### config.mk
export PLATFORM = sky130hd
export DESIGN_NAME = ibyte_predec
export DESIGN_NICKNAME = d
export VERILOG_FILES = /design/src/rtl/predec_pkg.sv /design/src/rtl/predec_primary_dec.sv /design/src/rtl/predec_cb_dec.sv /design/src/rtl/predec_imm_acc.sv /design/src/rtl/ibyte_predec.sv
export SDC_FILE = /design/constraint.sdc
export NUM_CORES = 1
export LEC_CHECK = 0
export BUFFER_PORTS_ARGS = -buffer_cell sky130_fd_sc_hd__buf_2
export CAP_MARGIN = 25
export CORE_MARGIN = 4
export CORE_UTILIZATION = 40
export CTS_BUF_LIST = sky130_fd_sc_hd__clkbuf_4
export CTS_CLUSTER_SIZE = 30
export DETAILED_ROUTE_END_ITERATION = 16
export PLACE_DENSITY = 0.69
export SLEW_MARGIN = 5
export SYNTH_ARGS = -nofsm -noshare
export SYNTH_HDL_FRONTEND = slang
export SYNTH_SLANG_ARGS = --single-unit
### constraint.sdc
create_clock -name clk -period 2.3 [get_ports clk]
set_input_delay 0.69 -clock clk [delete_from_list [all_inputs] [get_ports clk]]
set_output_delay 0.69 -clock clk [all_outputs]
set_load 0.03 [all_outputs]
### src/rtl/predec_pkg.sv
package predec_pkg;

  localparam int OP_W = 8;

  typedef enum logic [4:0] {
    CL_NOP     = 5'd0,
    CL_LOAD    = 5'd1,
    CL_MOVE8   = 5'd2,
    CL_HALT    = 5'd3,
    CL_INCDEC  = 5'd4,
    CL_ALU8    = 5'd5,
    CL_ALU16   = 5'd6,
    CL_ACCOP   = 5'd7,
    CL_JUMP    = 5'd8,
    CL_CALL    = 5'd9,
    CL_RET     = 5'd10,
    CL_STACK   = 5'd11,
    CL_SYS     = 5'd12,
    CL_SHIFT   = 5'd13,
    CL_BITTEST = 5'd14,
    CL_BITRES  = 5'd15,
    CL_BITSET  = 5'd16
  } insn_class_e;

  typedef struct packed {
    insn_class_e cls;
    logic [1:0]  imm_bytes;
    logic        cond_en;
    logic        illegal;
  } op_info_t;

endpackage

### src/rtl/predec_primary_dec.sv
module predec_primary_dec
  import predec_pkg::*;
(
  input  logic [OP_W-1:0] op,
  output op_info_t        info
);

  always_comb begin
    info.cls       = CL_NOP;
    info.imm_bytes = 2'd0;
    info.cond_en   = 1'b0;
    info.illegal   = 1'b0;
    case (op[7:6])
      2'b00: begin
        case (op[2:0])
          3'd0: begin
            if (op[5]) begin
              info.cls       = CL_JUMP;
              info.imm_bytes = 2'd1;
              info.cond_en   = 1'b1;
            end else begin
              case (op[4:3])
                2'd0: info.cls = CL_NOP;
                2'd1: begin info.cls = CL_LOAD; info.imm_bytes = 2'd2; end
                2'd2: begin info.cls = CL_SYS;  info.imm_bytes = 2'd1; end
                default: begin info.cls = CL_JUMP; info.imm_bytes = 2'd1; end
              endcase
            end
          end
          3'd1: begin
            if (op[3]) info.cls = CL_ALU16;
            else begin info.cls = CL_LOAD; info.imm_bytes = 2'd2; end
          end
          3'd2: info.cls = CL_LOAD;
          3'd6: begin info.cls = CL_LOAD; info.imm_bytes = 2'd1; end
          3'd7: info.cls = CL_ACCOP;
          default: info.cls = CL_INCDEC;
        endcase
      end
      2'b01: info.cls = (op[5:0] == 6'b110110) ? CL_HALT : CL_MOVE8;
      2'b10: info.cls = CL_ALU8;
      default: begin
        case (op[2:0])
          3'd0: begin
            if (!op[5]) begin
              info.cls     = CL_RET;
              info.cond_en = 1'b1;
            end else begin
              info.cls       = (op[4:3] == 2'b01) ? CL_ALU16 : CL_LOAD;
              info.imm_bytes = 2'd1;
            end
          end
          3'd1: begin
            if (!op[3]) info.cls = CL_STACK;
            else begin
              case (op[5:4])
                2'd2:    info.cls = CL_JUMP;
                2'd3:    info.cls = CL_LOAD;
                default: info.cls = CL_RET;
              endcase
            end
          end
          3'd2: begin
            if (!op[5]) begin
              info.cls       = CL_JUMP;
              info.imm_bytes = 2'd2;
              info.cond_en   = 1'b1;
            end else begin
              info.cls       = CL_LOAD;
              info.imm_bytes = op[3] ? 2'd2 : 2'd0;
            end
          end
          3'd3: begin
            case (op[5:3])
              3'd0:    begin info.cls = CL_JUMP; info.imm_bytes = 2'd2; end
              3'd1:    info.cls = CL_NOP;
              3'd6,
              3'd7:    info.cls = CL_SYS;
              default: info.illegal = 1'b1;
            endcase
          end
          3'd4: begin
            if (!op[5]) begin
              info.cls       = CL_CALL;
              info.imm_bytes = 2'd2;
              info.cond_en   = 1'b1;
            end else begin
              info.illegal = 1'b1;
            end
          end
          3'd5: begin
            if (!op[3]) info.cls = CL_STACK;
            else if (op[5:4] == 2'd0) begin
              info.cls       = CL_CALL;
              info.imm_bytes = 2'd2;
            end else begin
              info.illegal = 1'b1;
            end
          end
          3'd6: begin info.cls = CL_ALU8; info.imm_bytes = 2'd1; end
          default: info.cls = CL_CALL;
        endcase
      end
    endcase
  end

endmodule

### src/rtl/predec_cb_dec.sv
module predec_cb_dec
  import predec_pkg::*;
(
  input  logic [1:0]  sel,
  output insn_class_e cls
);

  always_comb begin
    case (sel)
      2'b00:   cls = CL_SHIFT;
      2'b01:   cls = CL_BITTEST;
      2'b10:   cls = CL_BITRES;
      default: cls = CL_BITSET;
    endcase
  end

endmodule

### src/rtl/predec_imm_acc.sv
module predec_imm_acc #(
  parameter int BYTE_W = 8,
  parameter int SLOTS  = 2,
  parameter int CW     = 2
) (
  input  logic                    clk,
  input  logic                    rst,
  input  logic                    clear,
  input  logic                    load,
  input  logic [BYTE_W-1:0]       data,
  output logic [SLOTS*BYTE_W-1:0] value,
  output logic [CW-1:0]           count
);

  always_ff @(posedge clk) begin
    if (rst || clear) count <= '0;
    else if (load)    count <= count + CW'(1);
  end

  for (genvar g = 0; g < SLOTS; g++) begin : g_slot
    logic [BYTE_W-1:0] q;
    always_ff @(posedge clk) begin
      if (rst || clear)                    q <= '0;
      else if (load && count == CW'(g))    q <= data;
    end
    assign value[g*BYTE_W +: BYTE_W] = q;
  end

  // never more immediate bytes than slots
  a_r3_count_bound: assert property (@(posedge clk) disable iff (rst)
    count <= CW'(SLOTS));

endmodule

### src/rtl/ibyte_predec.sv
module ibyte_predec
  import predec_pkg::*;
#(
  parameter logic [7:0] PREFIX_CODE = 8'hCB,
  parameter int         IMM_MAX     = 2,
  localparam int        IMM_W       = IMM_MAX * OP_W,
  localparam int        CW          = $clog2(IMM_MAX + 1),
  localparam int        LEN_W       = $clog2(IMM_MAX + 2)
) (
  input  logic             clk,
  input  logic             rst,
  input  logic             in_valid,
  input  logic [OP_W-1:0]  in_byte,
  output logic             in_ready,
  output logic             out_valid,
  input  logic             out_ready,
  output logic [OP_W-1:0]  out_opcode,
  output logic             out_prefixed,
  output logic [4:0]       out_class,
  output logic [LEN_W-1:0] out_len,
  output logic [IMM_W-1:0] out_imm,
  output logic [2:0]       out_r8_dst,
  output logic [2:0]       out_r8_src,
  output logic [1:0]       out_pair,
  output logic [1:0]       out_cond,
  output logic             out_cond_en,
  output logic [2:0]       out_bit,
  output logic [7:0]       out_rst_addr,
  output logic             out_halt,
  output logic             lock
);

  typedef enum logic [2:0] {ST_OPC, ST_SUB, ST_IMM, ST_EMIT, ST_LOCK} st_e;

  st_e               state;
  logic [OP_W-1:0]   op_q;
  logic              pref_q;
  insn_class_e       cls_q;
  logic [CW-1:0]     need_q;
  logic              cond_q;

  op_info_t          info;
  insn_class_e       cb_cls;
  logic [CW-1:0]     acc_count;
  logic              acc_last;
  logic              emit_done;

  predec_primary_dec u_pri (.op(in_byte), .info(info));
  predec_cb_dec      u_cb  (.sel(in_byte[7:6]), .cls(cb_cls));

  assign emit_done = (state == ST_EMIT) && out_ready;

  predec_imm_acc #(.BYTE_W(OP_W), .SLOTS(IMM_MAX), .CW(CW)) u_acc (
    .clk   (clk),
    .rst   (rst),
    .clear (emit_done),
    .load  (in_valid && state == ST_IMM),
    .data  (in_byte),
    .value (out_imm),
    .count (acc_count)
  );

  assign acc_last = (acc_count == need_q - CW'(1));
  assign in_ready = (state == ST_OPC) || (state == ST_SUB) || (state == ST_IMM);

  always_ff @(posedge clk) begin
    if (rst) begin
      state  <= ST_OPC;
      op_q   <= '0;
      pref_q <= 1'b0;
      cls_q  <= CL_NOP;
      need_q <= '0;
      cond_q <= 1'b0;
    end else begin
      case (state)
        ST_OPC: if (in_valid) begin
          if (in_byte == PREFIX_CODE) begin
            pref_q <= 1'b1;
            state  <= ST_SUB;
          end else if (info.illegal) begin
            state  <= ST_LOCK;
          end else begin
            op_q   <= in_byte;
            cls_q  <= info.cls;
            need_q <= CW'(info.imm_bytes);
            cond_q <= info.cond_en;
            state  <= (info.imm_bytes == 2'd0) ? ST_EMIT : ST_IMM;
          end
        end
        ST_SUB: if (in_valid) begin
          op_q   <= in_byte;
          cls_q  <= cb_cls;
          need_q <= '0;
          cond_q <= 1'b0;
          state  <= ST_EMIT;
        end
        ST_IMM: if (in_valid && acc_last) state <= ST_EMIT;
        ST_EMIT: if (out_ready) begin
          pref_q <= 1'b0;
          state  <= ST_OPC;
        end
        default: state <= ST_LOCK;
      endcase
    end
  end

  assign out_valid    = (state == ST_EMIT);
  assign lock         = (state == ST_LOCK);
  assign out_opcode   = op_q;
  assign out_prefixed = pref_q;
  assign out_class    = cls_q;
  assign out_len      = pref_q ? LEN_W'(2) : LEN_W'(need_q) + LEN_W'(1);
  assign out_r8_dst   = op_q[5:3];
  assign out_r8_src   = op_q[2:0];
  assign out_pair     = op_q[5:4];
  assign out_cond     = op_q[4:3];
  assign out_bit      = op_q[5:3];
  assign out_cond_en  = cond_q;
  assign out_rst_addr = (cls_q == CL_CALL && op_q[2:0] == 3'd7) ? {2'b00, op_q[5:3], 3'b000} : 8'h00;
  assign out_halt     = out_valid && (cls_q == CL_HALT);

  // lock is permanent and silences both sides
  a_r6_lock_sticky: assert property (@(posedge clk) disable iff (rst)
    lock |=> lock);
  a_r6_lock_quiet: assert property (@(posedge clk) disable iff (rst)
    lock |-> (!in_ready && !out_valid));

  // an untaken record stays put
  a_r7_hold: assert property (@(posedge clk) disable iff (rst)
    (out_valid && !out_ready) |=> (out_valid && $stable(out_opcode) &&
      $stable(out_imm) && $stable(out_class) && $stable(out_len)));

  // prefixed records are two bytes long
  a_r4_prefixed_len: assert property (@(posedge clk) disable iff (rst)
    (out_valid && out_prefixed) |-> (out_len == LEN_W'(2)));

  // halt only for the carved-out move code
  a_r5_halt_code: assert property (@(posedge clk) disable iff (rst)
    out_halt |-> (out_opcode == 8'h76 && !out_prefixed));

  // one-byte immediates leave the upper byte clear
  a_r3_imm_upper: assert property (@(posedge clk) disable iff (rst)
    (out_valid && !out_prefixed && out_len == LEN_W'(2)) |-> (out_imm[IMM_W-1:OP_W] == '0));

  // restart address only on calls/restarts
  a_r9_rst_class: assert property (@(posedge clk) disable iff (rst)
    (out_valid && out_rst_addr != 8'h00) |-> (out_class == 5'd9));

endmodule

==> qor.txt <==
hold crit path type: reg2reg
mapped cell area: 0.00250 sq mm
startpoint types: flop
Max clock buf depth: 2
critical path type: reg2out
vias in the first global route: 2360
Starting Density: 41.8%
area of the multi-input gates: 0.00154 sq mm
Post-Place Cells: 444
GRT Resource Usage Total: 18.7%
yosys warns: 0
H-tree depth: 2
diodes inserted: 0
Crit path required time: 1.61 ns
fmax: 416 MHz
I/O pin cnt: 70
DIE HEIGHT: 87.1 microns
Switching Fraction: 39.5%
status: finished, violations left
Clk pwr share: 25.3%
Reg power frac: 35.8%
Seq/Total Area, Yosys: 30.4%
Placer Congestion: 0.980
crit path max fanout: 3
post-route setup slack: -0.104 ns
Post-synth top cells: 50 x nand2_1, 38 x dfxtp_1, 26 x a21oi_1
clk_lat worst skew: 0.35 ns
gr ovfl total: 0
WL per Instance: 15.2 microns
CTS Hold Bufs: 0
Avg Inst Size Synth: 7.80 sq um
combinational power share: 38.9%
Critical Path Sink Type: output pin
layout cells sized above 1: 30.1%
most instantiated library cell after synthesis: nand2_1
first-pass GRT wire length: 11400 microns
dominant synthesized flop cell: dfxtp_1
CTS buffer count: 5
CTS tree: yes
leading area contributor after synthesis: dfxtp_1
leakage: 1.34 nW
final cell count without fillers: 454
worst endpoint data arrival time: 1.71 ns
Power Internal: 1.39 mW
overall power: 2.30 mW
P&R area growth vs syn: 22.8%
# DRC: 0
Final HPWL DP: 5140 microns
Cell Pwr Density: 747 mW/mm^2
First-pass DRT Iterations: 4
buffers added on ports: 64
Layout Nets: 397
CTS sink cnt: 38
Max-cap violations: 0
detailed-route via count: 2484
VDD IR max: 0.398 mV
Die ar.: 0.00759 sq mm
Yosys top cell area share: 30.4%
FF+latch area: 762 sq um
final core area utilization: 51.4%
Post-synth EDFFs: 0
final hold vios: 0
Cells after Synth: 321
largest net degree at the start of global routing: 24
initial antenna violation count: 0
endpoints failing setup: 4
drt first-iter violations: 146
post-synth cell types: 65
fraction of registers with async set/reset: 0%
RSZ-0062 raised after global routing: true
final WL: 6890 microns
Root Driver: clkbuf_4
Core Box Area: 0.00599 sq mm
Hold WS: 0.464 ns
die width: 87.1 microns
vias per inst: 5.47
crit share post-route: 105%
Setup Skew: 0.00353 ns
post-route minimum period: 2.40 ns
DP Worst Slack: -0.0579 ns
cell row count: 28
clk slew on worst S/H paths: 0.12 ns
P_sw: 908 uW
filler cell count: 587
Pins Over Slew Limit: 0
failing checks: setup timing
Seq cells post-synth: 38
Synth area leaders: dfxtp_1 30%, nand2_1 7.5%, buf_4 5.7%
Final ANT Viol Nets: 0
power groups by stage:
stage	clock [mW]	combinational (mW)	sequential (mW)
final	0.582	0.893	0.822
after CTS	0.595	0.889	0.823
after global placement	0	0.865	0.832
after detailed placement	0	0.876	0.834
after global routing	0.632	0.968	0.838
after floorplan	0	0.585	0.895
stage by stage:
step	area [sq um]	TNS (ns)
after floorplan	2540	0
after global placement	2910	0
after detailed placement	2910	-0.124
after CTS	3070	-0.500
after global routing	3080	-0.774
final	3080	-0.399
cell type report:
| type | count | area share (%) |
|---|---|---|
| clock buffers | 5 | 1.22 |
| clock inverters | 3 | 2.24 |
| inverters | 11 | 1.34 |
| multi-input cells | 234 | 49.9 |
| flip-flops and latches | 38 | 24.8 |
| well taps | 75 | 3.05 |
| repair buffers | 88 | 17.5 |
metal layers:
layer	share of wire (%)	up-vias	track usage, %	wire, microns
met2	46	85	29.4	3160
li1	-	1225	-	-
met1	45	1159	25.1	3120
met3	6.7	15	4.07	459
met5	0	-	0	0
met4	2.2	0	6.83	150
placed cells by master, fill, tap and decap left out, drive strengths merged, types with 3 or more instances in the layout:
cell type / Yosys / routed
a21oi: 28 / 28
nand2b: 6 / 6
mux2i: 11 / 11
a41oi: 4 / 4
nand3: 20 / 20
buf: 25 / 88
a31oi: 4 / 4
nor3: 4 / 4
nor2: 14 / 14
a211oi: 3 / 3
and2: 5 / 5
nand2: 50 / 50
conb: 1 / 5
inv: 10 / 10
nand3b: 3 / 3
o21ai: 11 / 11
ha: 7 / 7
o211ai: 3 / 3
nor2b: 6 / 6
nor3b: 3 / 3
clkbuf: 17 / 5
dfxtp: 38 / 38
flip-flops by register name (all words and copies together) (netlist names):
signal / flops
state: 3
u_acc.g_slot.q: 16
out_prefixed: 1
need_q: 2
out_opcode: 8
out_cond_en: 1
u_acc.count: 2
out_class: 5
final timing paths:
check / to / startpoint / cells after the start / slack (ns)
hold reg to reg: u_acc.g_slot[0].q[6] / u_acc.g_slot[0].q[6] / 2 / 0.46
setup / recovery: out_rst_addr[5] / out_class[0] / 6 / -0.10
hold / removal: u_acc.g_slot[0].q[6] / u_acc.g_slot[0].q[6] / 2 / 0.46
setup reg to reg: out_class[3] / state[0] / 5 / 0.60
worst max-delay path, stage by stage (launching register included):
cell and delay (ns):
dfxtp_2 0.37, inv_2 0.04, or3_4 0.37, nor4_4 0.15, buf_4 0.16, and2_4 0.14, buf_6 0.12
timing repair:
action,4_1_cts,5_1_grt
pin swaps,2,0
gates resized for setup,15,0
endpoints found under the setup margin,4,4
buffers inserted,1,1
logic make-up (layout without fill, tap and decap cells):
group	after synthesis	count (layout)	synth area share, %
AND/OR/NAND/NOR	129	129	26.8
adder cells (fa/ha/maj)	7	7	3.50
AO/OA/AOI/OAI	76	76	21.5
multiplexers	13	13	5.29
buffers and inverters	53	107	10.9
flip-flops	38	38	30.4
XOR/XNOR	4	4	1.40
other	1	5	0.150
No activity file was read; power rests on OpenSTA's default activity.
